--- src/rtl/eeb_pkg.sv ---
`timescale 1ns/1ps
package eeb_pkg;
  localparam int BYTE_W = 8;
  localparam logic [6:0] EE_DEV = 7'b1010000;

  typedef enum logic [1:0] {BC_START, BC_STOP, BC_WR, BC_RD} bitcmd_e;

  typedef enum logic [3:0] {
    SQ_BOOT, SQ_IDLE, SQ_START, SQ_TX, SQ_SACK,
    SQ_RSTART, SQ_RX, SQ_MACK, SQ_STOP
  } seq_e;

  typedef enum logic [1:0] {PH_DEVW, PH_WORD, PH_DEVR} txsel_e;
endpackage

--- src/rtl/eeb_clkdiv.sv ---
`timescale 1ns/1ps
module eeb_clkdiv #(
  parameter int QTR_DIV = 4
) (
  input  logic clk,
  input  logic rst_n,
  output logic tick
);
  localparam int CW = (QTR_DIV > 1) ? $clog2(QTR_DIV) : 1;

  logic [CW-1:0] cnt_q, cnt_d;
  logic          wrap;

  assign wrap = (cnt_q == CW'(QTR_DIV - 1));

  always_comb begin
    cnt_d = wrap ? '0 : cnt_q + 1'b1;
  end

  always_ff @(posedge clk or negedge rst_n) begin
    if (!rst_n) begin
      cnt_q <= '0;
      tick  <= 1'b0;
    end else begin
      cnt_q <= cnt_d;
      tick  <= wrap;
    end
  end
endmodule

--- src/rtl/eeb_bitphy.sv ---
`timescale 1ns/1ps
module eeb_bitphy
  import eeb_pkg::*;
(
  input  logic    clk,
  input  logic    rst_n,
  input  logic    tick,
  input  logic    go,
  input  bitcmd_e cmd,
  input  logic    wbit,
  input  logic    sda_in,
  output logic    busy,
  output logic    done,
  output logic    rbit,
  output logic    scl_o,
  output logic    sda_oe
);
  bitcmd_e    cmd_q, cmd_d;
  logic       busy_d, wb_q, wb_d;
  logic [1:0] ph_q, ph_d;
  logic       scl_d, oe_d, rb_d, dn_d;
  logic       lvl_scl, lvl_oe;

  // line levels for the current quarter of the current bit command
  always_comb begin
    lvl_scl = (ph_q == 2'd1) || (ph_q == 2'd2);
    lvl_oe  = 1'b0;
    unique case (cmd_q)
      BC_START: lvl_oe = ph_q[1];
      BC_STOP: begin
        lvl_scl = (ph_q != 2'd0);
        lvl_oe  = !ph_q[1];
      end
      BC_WR:   lvl_oe = !wb_q;
      default: lvl_oe = 1'b0;
    endcase
  end

  always_comb begin
    busy_d = busy;
    cmd_d  = cmd_q;
    wb_d   = wb_q;
    ph_d   = ph_q;
    scl_d  = scl_o;
    oe_d   = sda_oe;
    rb_d   = rbit;
    dn_d   = 1'b0;
    if (!busy) begin
      if (go) begin
        busy_d = 1'b1;
        cmd_d  = cmd;
        wb_d   = wbit;
        ph_d   = 2'd0;
      end
    end else if (tick) begin
      scl_d = lvl_scl;
      oe_d  = lvl_oe;
      ph_d  = ph_q + 2'd1;
      if (cmd_q == BC_RD && ph_q == 2'd2) rb_d = sda_in;
      if (ph_q == 2'd3) begin
        busy_d = 1'b0;
        dn_d   = 1'b1;
      end
    end
  end

  always_ff @(posedge clk or negedge rst_n) begin
    if (!rst_n) begin
      busy   <= 1'b0;
      cmd_q  <= BC_STOP;
      wb_q   <= 1'b1;
      ph_q   <= 2'd0;
      scl_o  <= 1'b1;
      sda_oe <= 1'b0;
      rbit   <= 1'b1;
      done   <= 1'b0;
    end else begin
      busy   <= busy_d;
      cmd_q  <= cmd_d;
      wb_q   <= wb_d;
      ph_q   <= ph_d;
      scl_o  <= scl_d;
      sda_oe <= oe_d;
      rbit   <= rb_d;
      done   <= dn_d;
    end
  end
endmodule

--- src/rtl/eeb_seq.sv ---
`timescale 1ns/1ps
module eeb_seq
  import eeb_pkg::*;
#(
  parameter logic [7:0] BOOT_ADDR   = 8'h00,
  parameter int         BOOT_SETTLE = 3,
  parameter int         WIDE_BYTES  = 4
) (
  input  logic                           clk,
  input  logic                           rst_n,
  input  logic                           bus_ok,
  input  logic [BYTE_W-1:0]              req_addr,
  input  logic                           req_dword,
  input  logic                           req_go,
  input  logic                           phy_busy,
  input  logic                           phy_done,
  input  logic                           phy_rbit,
  output logic                           phy_go,
  output bitcmd_e                        phy_cmd,
  output logic                           phy_wbit,
  output logic [BYTE_W*WIDE_BYTES-1:0]   rd_data,
  output logic                           done,
  output logic                           err,
  output logic                           no_dev,
  output logic                           busy
);
  localparam int DW = BYTE_W * WIDE_BYTES;
  localparam int LW = (WIDE_BYTES > 1) ? $clog2(WIDE_BYTES) : 1;
  localparam int SW = $clog2(BOOT_SETTLE + 1);

  seq_e              st_q, st_d;
  txsel_e            sel_q, sel_d;
  logic [2:0]        bitn_q, bitn_d;
  logic [LW-1:0]     left_q, left_d;
  logic [BYTE_W-1:0] txb_q, txb_d, word_q, word_d;
  logic [DW-1:0]     shr_q, shr_d;
  logic [SW-1:0]     settle_q, settle_d;
  logic              wait_q, wait_d, nak_q, nak_d;
  logic              done_d, err_d, nodev_d;
  logic              launch, l_wide;
  logic [BYTE_W-1:0] l_addr;
  logic              cmd_state, step;

  // bit command belonging to each state
  always_comb begin
    phy_cmd  = BC_STOP;
    phy_wbit = 1'b1;
    unique case (st_q)
      SQ_START, SQ_RSTART: phy_cmd = BC_START;
      SQ_TX: begin
        phy_cmd  = BC_WR;
        phy_wbit = txb_q[bitn_q];
      end
      SQ_MACK: begin
        phy_cmd  = BC_WR;
        phy_wbit = (left_q == '0);
      end
      SQ_SACK, SQ_RX: phy_cmd = BC_RD;
      default: phy_cmd = BC_STOP;
    endcase
  end

  assign cmd_state = (st_q != SQ_BOOT) && (st_q != SQ_IDLE);
  assign phy_go    = cmd_state && !wait_q && !phy_busy;
  assign step      = wait_q && phy_done;

  always_comb begin
    st_d     = st_q;
    sel_d    = sel_q;
    bitn_d   = bitn_q;
    left_d   = left_q;
    txb_d    = txb_q;
    word_d   = word_q;
    shr_d    = shr_q;
    settle_d = settle_q;
    nak_d    = nak_q;
    done_d   = done;
    err_d    = err;
    nodev_d  = no_dev;
    wait_d   = wait_q;
    launch   = 1'b0;
    l_addr   = req_addr;
    l_wide   = req_dword;

    if (phy_go) wait_d = 1'b1;
    if (step)   wait_d = 1'b0;

    unique case (st_q)
      SQ_BOOT: begin
        if (settle_q == SW'(BOOT_SETTLE)) begin
          if (bus_ok) begin
            launch = 1'b1;
            l_addr = BOOT_ADDR;
            l_wide = 1'b1;
          end else begin
            nodev_d = 1'b1;
            st_d    = SQ_IDLE;
          end
        end else begin
          settle_d = settle_q + 1'b1;
        end
      end
      SQ_IDLE: launch = req_go;
      SQ_START, SQ_RSTART: if (step) begin
        txb_d  = {EE_DEV, (st_q == SQ_RSTART)};
        sel_d  = (st_q == SQ_RSTART) ? PH_DEVR : PH_DEVW;
        bitn_d = 3'd7;
        st_d   = SQ_TX;
      end
      SQ_TX: if (step) begin
        if (bitn_q == 3'd0) st_d = SQ_SACK;
        else                bitn_d = bitn_q - 3'd1;
      end
      SQ_SACK: if (step) begin
        bitn_d = 3'd7;
        if (phy_rbit) begin
          nak_d = 1'b1;
          st_d  = SQ_STOP;
        end else begin
          unique case (sel_q)
            PH_DEVW: begin
              txb_d = word_q;
              sel_d = PH_WORD;
              st_d  = SQ_TX;
            end
            PH_WORD: st_d = SQ_RSTART;
            default: st_d = SQ_RX;
          endcase
        end
      end
      SQ_RX: if (step) begin
        shr_d = {shr_q[DW-2:0], phy_rbit};
        if (bitn_q == 3'd0) st_d = SQ_MACK;
        else                bitn_d = bitn_q - 3'd1;
      end
      SQ_MACK: if (step) begin
        if (left_q == '0) begin
          st_d = SQ_STOP;
        end else begin
          left_d = left_q - 1'b1;
          bitn_d = 3'd7;
          st_d   = SQ_RX;
        end
      end
      SQ_STOP: if (step) begin
        st_d   = SQ_IDLE;
        done_d = 1'b1;
        err_d  = nak_q;
      end
      default: st_d = SQ_IDLE;
    endcase

    if (launch) begin
      word_d  = l_addr;
      left_d  = l_wide ? LW'(WIDE_BYTES - 1) : '0;
      shr_d   = '0;
      nak_d   = 1'b0;
      done_d  = 1'b0;
      err_d   = 1'b0;
      nodev_d = 1'b0;
      st_d    = SQ_START;
    end
  end

  always_ff @(posedge clk or negedge rst_n) begin
    if (!rst_n) begin
      st_q     <= SQ_BOOT;
      sel_q    <= PH_DEVW;
      bitn_q   <= 3'd7;
      left_q   <= '0;
      txb_q    <= '0;
      word_q   <= '0;
      shr_q    <= '0;
      settle_q <= '0;
      wait_q   <= 1'b0;
      nak_q    <= 1'b0;
      done     <= 1'b0;
      err      <= 1'b0;
      no_dev   <= 1'b0;
    end else begin
      st_q     <= st_d;
      sel_q    <= sel_d;
      bitn_q   <= bitn_d;
      left_q   <= left_d;
      txb_q    <= txb_d;
      word_q   <= word_d;
      shr_q    <= shr_d;
      settle_q <= settle_d;
      wait_q   <= wait_d;
      nak_q    <= nak_d;
      done     <= done_d;
      err      <= err_d;
      no_dev   <= nodev_d;
    end
  end

  assign rd_data = shr_q;
  assign busy    = (st_q != SQ_IDLE);
endmodule

--- src/rtl/eeprom_boot_reader.sv ---
`timescale 1ns/1ps
module eeprom_boot_reader
  import eeb_pkg::*;
#(
  parameter int         QTR_DIV     = 4,
  parameter logic [7:0] BOOT_ADDR   = 8'h00,
  parameter int         BOOT_SETTLE = 3,
  parameter int         WIDE_BYTES  = 4
) (
  input  logic                         clk,
  input  logic                         rst_n,
  output logic                         scl_o,
  input  logic                         scl_i,
  output logic                         sda_oe,
  input  logic                         sda_i,
  input  logic [BYTE_W-1:0]            req_addr,
  input  logic                         req_dword,
  input  logic                         req_go,
  output logic [BYTE_W*WIDE_BYTES-1:0] rd_data,
  output logic                         done,
  output logic                         err,
  output logic                         no_dev,
  output logic                         busy
);
  localparam int SYNC_N = 2;

  logic [SYNC_N-1:0] rst_sh, scl_sh, sda_sh;
  logic              rst_int_n;
  logic              tick, phy_go, phy_wbit, phy_busy, phy_done, phy_rbit;
  bitcmd_e           phy_cmd;

  // reset: asserted at once, released after SYNC_N clocks
  always_ff @(posedge clk or negedge rst_n) begin
    if (!rst_n) rst_sh <= '0;
    else        rst_sh <= {rst_sh[SYNC_N-2:0], 1'b1};
  end
  assign rst_int_n = rst_sh[SYNC_N-1];

  // bus level synchronisers, cleared so an absent bus never looks present
  always_ff @(posedge clk or negedge rst_int_n) begin
    if (!rst_int_n) begin
      scl_sh <= '0;
      sda_sh <= '0;
    end else begin
      scl_sh <= {scl_sh[SYNC_N-2:0], scl_i};
      sda_sh <= {sda_sh[SYNC_N-2:0], sda_i};
    end
  end

  eeb_clkdiv #(.QTR_DIV(QTR_DIV)) u_div (
    .clk(clk), .rst_n(rst_int_n), .tick(tick)
  );

  eeb_bitphy u_phy (
    .clk(clk), .rst_n(rst_int_n), .tick(tick),
    .go(phy_go), .cmd(phy_cmd), .wbit(phy_wbit),
    .sda_in(sda_sh[SYNC_N-1]),
    .busy(phy_busy), .done(phy_done), .rbit(phy_rbit),
    .scl_o(scl_o), .sda_oe(sda_oe)
  );

  eeb_seq #(
    .BOOT_ADDR(BOOT_ADDR), .BOOT_SETTLE(BOOT_SETTLE), .WIDE_BYTES(WIDE_BYTES)
  ) u_seq (
    .clk(clk), .rst_n(rst_int_n),
    .bus_ok(scl_sh[SYNC_N-1] && sda_sh[SYNC_N-1]),
    .req_addr(req_addr), .req_dword(req_dword), .req_go(req_go),
    .phy_busy(phy_busy), .phy_done(phy_done), .phy_rbit(phy_rbit),
    .phy_go(phy_go), .phy_cmd(phy_cmd), .phy_wbit(phy_wbit),
    .rd_data(rd_data), .done(done), .err(err), .no_dev(no_dev), .busy(busy)
  );
endmodule

--- config.mk ---
export PLATFORM = sky130hd
export DESIGN_NAME = eeprom_boot_reader
export DESIGN_NICKNAME = d
export VERILOG_FILES = /design/src/rtl/eeb_pkg.sv /design/src/rtl/eeb_clkdiv.sv /design/src/rtl/eeb_bitphy.sv /design/src/rtl/eeb_seq.sv /design/src/rtl/eeprom_boot_reader.sv
export SDC_FILE = /design/constraint.sdc
export NUM_CORES = 1
export LEC_CHECK = 0
export ABC_AREA = 1
export CAP_MARGIN = 20
export CORE_MARGIN = 2
export CORE_UTILIZATION = 35
export CTS_CLUSTER_DIAMETER = 100
export DETAILED_ROUTE_END_ITERATION = 6
export GPL_ROUTABILITY_DRIVEN = 0
export HOLD_SLACK_MARGIN = 0.1
export SLEW_MARGIN = 15
export SYNTH_ARGS = -nofsm -noshare
export SYNTH_HDL_FRONTEND = slang
export SYNTH_SLANG_ARGS = --single-unit
--- constraint.sdc ---
create_clock -name clk -period 5.9 [get_ports clk]
set_input_delay 1.18 -clock clk [delete_from_list [all_inputs] [get_ports clk]]
set_output_delay 1.18 -clock clk [all_outputs]
set_load 0.01 [all_outputs]
After elaboration in Yosys (flattened, before gate mapping):

Index checks and enable logic that the tools add are counted.

* bits in writable memories: 0
* output and inout port bits: 38
* bits in latches: 0
* flip-flop bits (word level): 85
* memories: 0
* ROM bits: 0
* input bits: 14
* logic and storage cells: 205

* $lt $le $gt $ge: 1
* mux-type cells: 82
* shift-type cells: 0
* bitwise gates (word level): 2
* add/subtract/negate cells: 5
* eq/ne operators: 41
* reduce and logical (&&, ||, !) cells: 48
* $mul: 0
* div/mod/pow operators: 0

Operators with widths (count)
* 2-to-1 mux 32 bit: 3
* 2-to-1 mux 8 bit: 7
* 2-to-1 mux 4 bit: 13
* one-hot mux 4 bit (8 select lines): 1
* 2-to-1 mux 1 bit: 30
* 2-to-1 mux 2 bit: 14
* inequality test 3 x 1 -> 1 bit, second input constant: 9
* nonzero test 2 bit: 12
* equality test 4 x 3 -> 1 bit, second input constant: 4
* inequality test 2 x 1 -> 1 bit, second input constant: 8
* one-hot mux 8 bit (2 select lines): 1
* 2-to-1 mux 3 bit: 5
* equality test 2 bit, second input constant: 6
* AND reduction 2 bit: 6
* AND reduction 3 bit: 4
* AND reduction 11 bit: 1
* inequality test 2 bit, second input constant: 5
* one-hot mux 3 bit (3 select lines): 1
* equality test 4 x 2 -> 1 bit, second input constant: 2
* OR reduction 2 bit: 4
* adder 2 x 1 -> 2 bit, second input constant: 3
* equality test 2 x 1 -> 1 bit, second input constant: 3
* logical AND 1 bit: 6
* zero test 2 bit: 3
* other kinds (23): 28

Logic depth before layout (Yosys ltp):

Gate-level depths: netlist of run 1.

* depth in word-level cells: 6
* depth in mapped cells: 12
* depth with buffers taken out: 12

Hierarchy:

A second synthesis of run 1 with hierarchy kept.

* cells, all modules: 433
* area, all modules: 3881.2 um^2

Modules (own cells, without submodules)
* eeb_seq: seq. area each 1655.3 um^2, cells each 361, area each 3139.3 um^2, instances 1
* eeb_bitphy: seq. area each 255.2 um^2, cells each 58, area each 489.2 um^2, instances 1
* eeprom_boot_reader: seq. area each 150.1 um^2, cells each 9, area each 161.4 um^2, instances 1
* eeb_clkdiv: seq. area each 75.1 um^2, cells each 5, area each 91.3 um^2, instances 1

Least setup slack after synthesis of run 1:

OpenSTA, ideal clock, no wires.

* path kind: input to register
* from: in req_go
* to: reg u_seq.left_q[0]
* cell stages on the path: 6
* data arrival time: 1832 ps
* required time: 5771 ps
* slack: 3939 ps
* buffers on the path: 0
* setup time: 129 ps
* cell sequence: nand3_1 clkinv_1 nand2_1 nand2_1 o21ai_0 o21ai_0

* cells in the longest elaborated chain, start to end: 3
* elaborated cells on any way between the ends: 6
* classes of those cells: 1 x eq/ne; 2 x mux; 3 x reduce/logical

Ends and longest elaborated chain
* start, declared: RTL line eeprom_boot_reader.sv:18 `input logic req_go,`
* one-hot mux 1 bit (2 select lines) *: RTL line eeb_seq.sv:88 `unique case (st_q)`
* inequality test 2 x 1 -> 1 bit (no source line) or nonzero test 2 bit (tied branches)
* AND reduction 3 bit (no source line)
* end signal, assigned: RTL line eeb_seq.sv:184 `left_q <= left_d;`
* end, declared: RTL line eeb_seq.sv:34 `logic [LW-1:0] left_q, left_d;`

Every way passes the cells marked *; elsewhere a longest branch is shown, timed or not.
A chain may end at the register's enable or synchronous reset.

Worst setup path after layout of run 1:

* from: reg u_seq.st_q[2]
* to: out busy

* cells in the longest elaborated chain, start to end: 1

Ends and longest elaborated chain
* start, declared: RTL line eeb_seq.sv:31 `seq_e st_q, st_d;`
* start signal, assigned: RTL line eeb_seq.sv:181 `st_q <= st_d;`
* inequality test 4 x 1 -> 1 bit: RTL line eeb_seq.sv:198 `assign busy = (st_q != SQ_IDLE);`
* end, declared: RTL line eeprom_boot_reader.sv:23 `output logic busy`

No other way between the ends.

==> metrics.txt, run 1 <==
routed length per placed instance 12.5 um; Pwr per Cell Area 392 nW/um^2; Switching Power 704 uW; Net Sw Frac 39.0%; Synth Warn # 0; CP Class reg2out; CTS clk-pin slew, worst paths 100 ps; Sink Count 85; Max IR drop VDD 153 uV; worst setup skew after layout 14.7 ps; Vias 2837; status complete, no violations; vias in the first global route 2727; Worst-Margin Slew 797 ps; main flop type after synthesis dfrtp_1; CTS Buf Count 9; Seq/Total Area, Yosys 57.3%; leakage power 2.12 nW; initial antenna violation count 0; Die X 107 um; RSZ-0062 raised after global routing no; Mapped Area 3730 sq um; met2 track demand over resource 21.1%; Core ar. 10300 sq um; crit path max fanout 9; Top Ports 52; met1 GRT Util 20.1%; Via-to-Cell Ratio 4.76; logic gate share of total power 33.3%; Clk pwr share 22.8%; WHS 302 ps; R2R depth 6; Final Hold Vio Count 0; Crit path required time 4720 ps; GRT Max-Usage Layer met2; first-pass GRT wire length 12800 um; Post-Syn Instances 398; Post-synth EDFFs 0; Final Power 1.81 mW; Yosys reg bits 85; final core utilization 44.6%; sequential share of power 43.9%; Yosys cell types 35; period utilisation layout 50.0%; detailed placement HPWL 5190 um; post-route ant nets 0; Clock H-tree levels 3; Clock Tree Buf Depth 2; # rows 37; post-synth net total 420; Post-CTS Setup Inserts 0; syn avg cell area 9.37 sq um; Pre-Repair DR Iteration Count 5; DR DRC count 0; post_cts resized 0; share of cells above drive strength 1 10.7%; met3 usage 2.74%; count of input and output buffers 51; Critical Path End Type primary output; fmax 0.339 GHz; TritonCTS clock tree built; final slew viol count 0; Post-Route WL 7450 um; Setup TNS 0 ps; # diodes 0; fin cells 596; crit start category flop; Starting Density 36.1%; GRT overflow 0; Critical Path AT 1770 ps; Relative slew margins 46.7%; largest net degree at the start of global routing 84; minimum clock period 2950 ps; Root Buffer clkbuf_8; latest clock arrival within the worst-skew pair 360 ps; Total GRT Usage 14.0%; CTS Hold Buffers Added 0; area grow syn2layout 23.4%; Async SR Flop Fraction 100%; Final setup viols 0; Max-Cap Viols 0; Iter 0 DRT Violations 153; Nets 477; die area 11500 sq um; P_int 1.10 mW; min-delay worst type reg2async; placed cell count 578; Die Y 107 um
flip-flops by register name, indices dropped and copies added, names as in the netlist, 2 cells and up:
| signal | cells |
|---|---|
| rst_sh | 2 |
| scl_sh | 2 |
| sda_sh | 2 |
| u_div.cnt_q | 2 |
| u_phy.cmd_q | 2 |
| u_phy.ph_q | 2 |
| u_seq.bitn_q | 3 |
| u_seq.left_q | 2 |
| u_seq.rd_data | 32 |
| u_seq.sel_q | 2 |
| u_seq.settle_q | 2 |
| u_seq.st_q | 4 |
| u_seq.txb_q | 8 |
| u_seq.word_q | 8 |
cell usage after synthesis, types with 2 or more instances:
cell      count  area share (%)
a21oi_1       5            0.67
xnor2_1       2            0.47
nand4_1       3            0.50
inv_1        70             7.0
o211ai_1      6             1.2
o21ai_1       2            0.27
a31oi_1       2            0.34
nor2_4        2            0.60
o21ai_2       6             1.4
buf_2         4            0.54
ha_1          8             2.7
nand2_1      78             7.8
o21ai_0      28             3.8
nand3_1      15             2.0
inv_2         3            0.30
dfrtp_1      78              52
o22ai_1      32             5.4
nor2_2        3            0.50
nor2_1       24             2.4
nand2_2       4            0.67
buf_6         3            0.91
dfstp_2       7             4.9
per-layer routing:
layer / share of wire, % / vias up / wire, um
met5: 0 / - / 0
met3: 4.9 / 9 / 364
met2: 45 / 85 / 3340
li1: - / 1405 / -
met1: 49 / 1338 / 3660
met4: 1.2 / 0 / 90
kinds of logic after synthesis:
logic type,count (synthesis),share of synthesized area (%)
buf+inv,81,8.89
mux,1,0.302
other cells,1,0.101
fa+ha+maj,8,2.68
flops,85,57.3
simple gates,135,16.2
xor+xnor,2,0.470
compound gates,85,14.1
through the flow:
stage / area, sq um / setup slack, ps
after global placement: 4360 / 3150
after detailed placement: 4360 / 3090
after floorplan: 3730 / 3370
after global routing: 4600 / 2830
after CTS: 4560 / 2950
final: 4600 / 2950
cell type report:
class,count,area [sq um]
clock buffers,9,124
clock inverters,7,76.3
fillers,1008,5720
inverters,74,278
multi-input cells,232,1260
flip-flops and latches,85,2140
well taps,136,170
repair buffers,53,553
worst paths after layout:
path,start,to,slack [ps]
worst max-delay path,u_seq.st_q[2]$_DFFE_PN0P_,busy,2950
worst min-delay path,rst_sh[1]$_DFF_PN0_,u_seq.rd_data[24]$_DFFE_PN0P_,300
worst max register to register,u_seq.st_q[2]$_DFFE_PN0P_,u_seq.rd_data[18]$_DFFE_PN0P_,3810
worst min register to register,rst_sh[1]$_DFF_PN0_,u_seq.rd_data[24]$_DFFE_PN0P_,300
max in group asynchronous,rst_n,rst_sh[1]$_DFF_PN0_,4800
min in group clk,sda_sh[0]$_DFF_PN0_,sda_sh[1]$_DFF_PN0_,360
power groups by stage:
| stage | Clock, mW | Sequential [mW] | Combinational (mW) |
|---|---|---|---|
| final | 0.412 | 0.793 | 0.601 |
| after global routing | 0.452 | 0.811 | 0.691 |
| after CTS | 0.424 | 0.801 | 0.598 |
| after detailed placement | 0 | 0.811 | 0.594 |
| after global placement | 0 | 0.809 | 0.578 |
| after floorplan | 0 | 0.792 | 0.461 |
critical path, stage by stage, from the launching register on:
cell and delay, ps:
dfrtp_1 430, nor2_2 350, nand2_1 140, clkdlybuf4s50_1 500
placed cells by master, fill, tap and decap left out, types with 7 or more instances in the layout:
master           netlist  layout
clkdlybuf4s50_1        0      51
o22ai_1               32      32
ha_1                   8       8
dfrtp_1               78      77
nor2_1                24      24
nand3_1               15      15
o21ai_0               28      28
clkbuf_8               0       9
inv_1                 70      70
nand2_1               78      78
dfstp_2                7       7
No activity file was read; power rests on OpenSTA's default activity.
==> run 2, diff against run 1 <==
clock period = 2.9 ns   (was 5.9 ns; I/O delays follow)
==> metrics.txt, run 2 (synthesis gave the netlist of run 1 again) <==
Largest register FFs 32 (unchanged); pre-CTS setup slack 709 ps (-2390 ps); Root Buffer clkbuf_8; Post-Route WL 7320 um (-1.8%); routed length per placed instance 12.3 um (-1.8%); first-pass GRT wire length 12500 um (-2.5%); crit start category flop; Final Hold Vio Count 0 (unchanged); Crit path required time 2320 ps (-2400 ps); Die X 107 um (unchanged); count of input and output buffers 51 (unchanged); Final setup viols 0 (unchanged); Worst-Margin Slew 797 ps (+0.128 ps); Iter 0 DRT Violations 251 (+64%); minimum clock period 2340 ps; Via-to-Cell Ratio 4.69 (-1.4%); Core ar. 10300 sq um (unchanged); WHS 317 ps (+14.9 ps); Reg2Reg Setup Slack 840 ps (-2970 ps); commonest non-fill, non-tap cell in the layout nand2_1; detailed placement HPWL 5080 um (-2.2%); CTS Buf Count 9 (unchanged); post_cts resized 0 (unchanged); post-route ant nets 0 (unchanged); DR DRC count 0 (unchanged); RR Endpoint u_seq.rd_data[23]$_DFFE_PN0P_; CTS Hold Buffers Added 0 (unchanged); RSZ-0062 raised after global routing no; leakage power 2.11 nW (-0.32%); CP Class reg2out; Nets 477 (unchanged); Relative slew margins 46.7% (about the same); die area 11500 sq um (unchanged); vias in the first global route 2645 (-3.0%); fmax 0.427 GHz; # rows 37 (unchanged); CTS clk-pin slew, worst paths 100 ps (about the same); # diodes 0 (unchanged); share of cells above drive strength 1 10.7% (unchanged); TritonCTS clock tree built; largest net degree at the start of global routing 84 (unchanged); final worst slack 559 ps (-2390 ps); period utilisation layout 80.7%; Die Y 107 um (unchanged); Vias 2797 (-1.4%); status complete, no violations; Pwr per Cell Area 800 nW/um^2 (+100%); Sink Count 85 (unchanged); Top Ports 52 (unchanged); latest clock arrival within the worst-skew pair 360 ps (about the same); FF-to-FF Start u_seq.st_q[2]$_DFFE_PN0P_; Max IR drop VDD 387 uV (+150%); R2R depth 6 (unchanged); Post-CTS Setup Inserts 0 (unchanged); Critical Path AT 1760 ps (about the same); FILL cells 1031 (+2.3%); Critical Path End Type primary output; area grow syn2layout 23.0%; Pre-Repair DR Iteration Count 4 (-1); Max-Cap Viols 0 (unchanged); min-delay worst type reg2async; Setup TNS 0 ps (unchanged); Total GRT Usage 13.7% (-0.29 points); Clock Tree Buf Depth 2 (unchanged); Starting Density 36.1% (unchanged); commonest non-fill, non-tap cells in the layout nand2_1, dfrtp_1, inv_1; crit path max fanout 9 (unchanged); initial antenna violation count 0 (unchanged); GRT overflow 0 (unchanged); Clock H-tree levels 3 (unchanged); final slew viol count 0 (unchanged); worst setup skew after layout 11.6 ps (-3.12 ps)
==> run 2: worst max-delay path, cell delays in order (launching register included) <==
cell	delay, ps
dfrtp_1	440
nor2_2	340
nand2_1	130
clkdlybuf4s50_1	500
==> run 2: through the flow <==
stage | total power, mW | utilization (%) | instance area [sq um] | instances
2_1_floorplan | 2.55 | - | 3730 | 398
3_3_place_gp | 2.82 | 42.3 | 4370 | 579
3_5_place_dp | 2.85 | 42.3 | 4370 | 579
4_1_cts | 3.70 | 44.2 | 4570 | 595
5_1_grt | 3.99 | 44.4 | 4590 | 596
6_report | 3.67 | 44.4 | 4590 | 596
==> run 2: report_power, final <==
part	switching [mW]	leakage, nW	internal [mW]	total, mW
Sequential	0.163	1.10	1.45	1.62
Combinational	0.773	0.911	0.448	1.22
Clock	0.492	0.102	0.341	0.833
Total	1.43	2.11	2.24	3.67
==> run 2: layout make-up <==
class | instances | area [sq um] | area share [%]
flip-flops and latches | 85 | 2140 | 46.6
multi-input cells | 232 | 1260 | 27.5
repair buffers | 53 | 538 | 11.7
inverters | 74 | 278 | 6.05
well taps | 136 | 170 | 3.71
clock buffers | 9 | 124 | 2.70
clock inverters | 7 | 76.3 | 1.66
==> run 2: worst max-delay path by stage <==
stage,cells past startpoint,end,startpoint,slack (ps)
final,3,busy,u_seq.st_q[2]$_DFFE_PN0P_,560
after global routing,3,busy,u_seq.st_q[2]$_DFFE_PN0P_,450
after CTS,3,busy,u_seq.st_q[2]$_DFFE_PN0P_,550
after detailed placement,6,u_seq.rd_data[15]$_DFFE_PN0P_,req_go,710
after global placement,6,u_seq.rd_data[11]$_DFFE_PN0P_,req_go,750
after floorplan,0,scl_sh[0]$_DFF_PN0_,rst_sh[1]$_DFF_PN0_,370
==> run 2: routing by layer <==
layer | vias up | track usage [%] | wire (um)
met5 | - | 0 | 0
met4 | 0 | 5.19 | 122
met3 | 10 | 3.34 | 296
met2 | 65 | 20.1 | 3290
met1 | 1316 | 19.6 | 3610
li1 | 1406 | - | -
==> run 3, diff against run 2 <==
clock period = 2.3 ns   (was 2.9 ns; I/O delays follow)
==> metrics.txt, run 3 (synthesis gave the netlist of run 1 again) <==
Total GRT Usage 14.3% (+0.52 points); Crit path required time 1840 ps (-480 ps); Die Y 107 um (unchanged); Reg area 2140 sq um (unchanged); period utilisation layout 95.1%; Max-Cap Viols 0 (unchanged); post-route ant nets 0 (unchanged); largest net degree at the start of global routing 54 (-36%); Critical Path AT 1730 ps (-30 ps); RR Endpoint u_seq.rd_data[17]$_DFFE_PN0P_; Final setup viols 0 (unchanged); status complete, no violations; fmax 0.457 GHz; leakage power 2.13 nW (+0.79%); # diodes 0 (unchanged); Iter 0 DRT Violations 135 (-46%); commonest non-fill, non-tap cell in the layout nand2_1; RSZ-0062 raised after global routing no; Root Buffer clkbuf_8; latest clock arrival within the worst-skew pair 370 ps (about the same); detailed placement HPWL 5360 um (+5.7%); crit path max fanout 5 (-4); Final Hold Vio Count 0 (unchanged); GRT overflow 0 (unchanged); post_cts resized 0 (unchanged); Starting Density 36.1% (unchanged); Via-to-Cell Ratio 4.72 (+0.57%); crit start category flop; Clock Tree Buf Depth 2 (unchanged); Worst path slowest cell clkdlybuf4s50_1; Max IR drop VDD 556 uV (+43%); Clock H-tree levels 3 (unchanged); R2R depth 5 (-1); Relative slew margins 47.6% (+0.98 points); crit path buf inv count 2 (+1); Largest register FFs 32 (unchanged); Post-CTS Setup Inserts 0 (unchanged); routed length per placed instance 12.6 um (+2.3%); Pre-Repair DR Iteration Count 4 (unchanged); Worst path max stage delay 500 ps (about the same); Sink Count 85 (unchanged); Critical Path End Type primary output; CTS Buf Count 9 (unchanged); worst setup skew after layout 12.2 ps (+0.588 ps); vias in the first global route 2675 (+1.1%); min-delay worst type in2async; WHS 237 ps (-80.7 ps); Core ar. 10300 sq um (unchanged); share of cells above drive strength 1 11.2% (+0.58 points); Nets 480 (+0.63%); count of input and output buffers 51 (unchanged); die area 11500 sq um (unchanged); DR DRC count 0 (unchanged); Worst-Margin Slew 783 ps (-14.6 ps); commonest non-fill, non-tap cells in the layout nand2_1, dfrtp_1, inv_1; Pwr per Cell Area 1030 nW/um^2 (+28%); Die X 107 um (unchanged); TritonCTS clock tree built; first-pass GRT wire length 12900 um (+3.1%); Post-Route WL 7520 um (+2.8%); CP top delay family buffers and inverters; FILL cells 1000 (-3.0%); CTS Hold Buffers Added 0 (unchanged); CTS clk-pin slew, worst paths 90 ps (about the same); Top Ports 52 (unchanged); Setup TNS 0 ps (unchanged); initial antenna violation count 0 (unchanged); FF-to-FF Start u_seq.st_q[2]$_DFFE_PN0P_; minimum clock period 2190 ps; area of the multi-input gates 1260 sq um (unchanged); CP Class reg2out; Vias 2827 (+1.1%); worst-path cell chain inv_2 -> nor2_1 -> nand2_1 -> clkdlybuf4s50_1; Reg2Reg Setup Slack 470 ps (-370 ps); # rows 37 (unchanged); area grow syn2layout 23.9%; final slew viol count 0 (unchanged)
## run 3: cell count changes in the layout (fill, tap and decap cells not counted), sizes merged
cell	previous run	this run
buf	2	5
bufinv	0	1
inv	76	77
clkinv	5	2
clkinvlp	0	1
## run 3: where the power goes
group / internal (mW) / leakage, nW / switching [mW] / total [mW]
combinational: 0.593 / 0.925 / 0.987 / 1.58
sequential: 1.83 / 1.10 / 0.206 / 2.04
clock: 0.526 / 0.104 / 0.602 / 1.13
## run 3: area by class of cell
cell class | count | share of cell area, %
multi-input cells | 232 | 27.3
well taps | 136 | 3.68
clock inverters | 7 | 1.87
inverters | 74 | 6.01
clock buffers | 9 | 2.68
repair buffers | 56 | 12.1
flip-flops and latches | 85 | 46.3
## run 3: per-layer routing
| metal | GRT usage, % | share of wire [%] | vias up |
|---|---|---|---|
| li1 | - | - | 1413 |
| met1 | 19.6 | 47 | 1339 |
| met2 | 21.4 | 46 | 62 |
| met3 | 3.71 | 4.6 | 13 |
| met4 | 5.75 | 1.9 | 0 |
| met5 | 0 | 0 | - |
## run 3: stage by stage
stage	cell area [sq um]	utilization [%]	total power [mW]	std cells	worst slack, ps
finish	4620	44.8	4.75	599	112
global route	4620	44.8	5.14	599	7.39
CTS	4620	44.8	4.80	599	98.2
detailed placement	4410	42.7	3.65	583	374
global placement	4410	42.7	3.59	583	446
floorplan	3730	-	3.22	398	837
## run 3: how the worst max path moves through the flow
| stage | cells past startpoint | to | from | slack [ps] |
|---|---|---|---|---|
| global route | 4 | busy | u_seq.st_q[0]$_DFFE_PN0P_ | 7 |
| floorplan | 9 | u_seq.bitn_q[2]$_DFFE_PN1P_ | u_seq.bitn_q[0]$_DFFE_PN1P_ | 840 |
| CTS | 4 | busy | u_seq.st_q[0]$_DFFE_PN0P_ | 100 |
| detailed placement | 6 | u_seq.rd_data[17]$_DFFE_PN0P_ | req_go | 370 |
| finish | 4 | busy | u_seq.st_q[0]$_DFFE_PN0P_ | 110 |
| global placement | 6 | u_seq.rd_data[11]$_DFFE_PN0P_ | req_go | 450 |
## run 3: worst reg2reg max path, cell delays in order, from the launching register on
cell	delay [ps]
dfrtp_1	440
inv_1	70
nor2_2	160
nand2_1	190
o21ai_4	660
o22ai_1	160
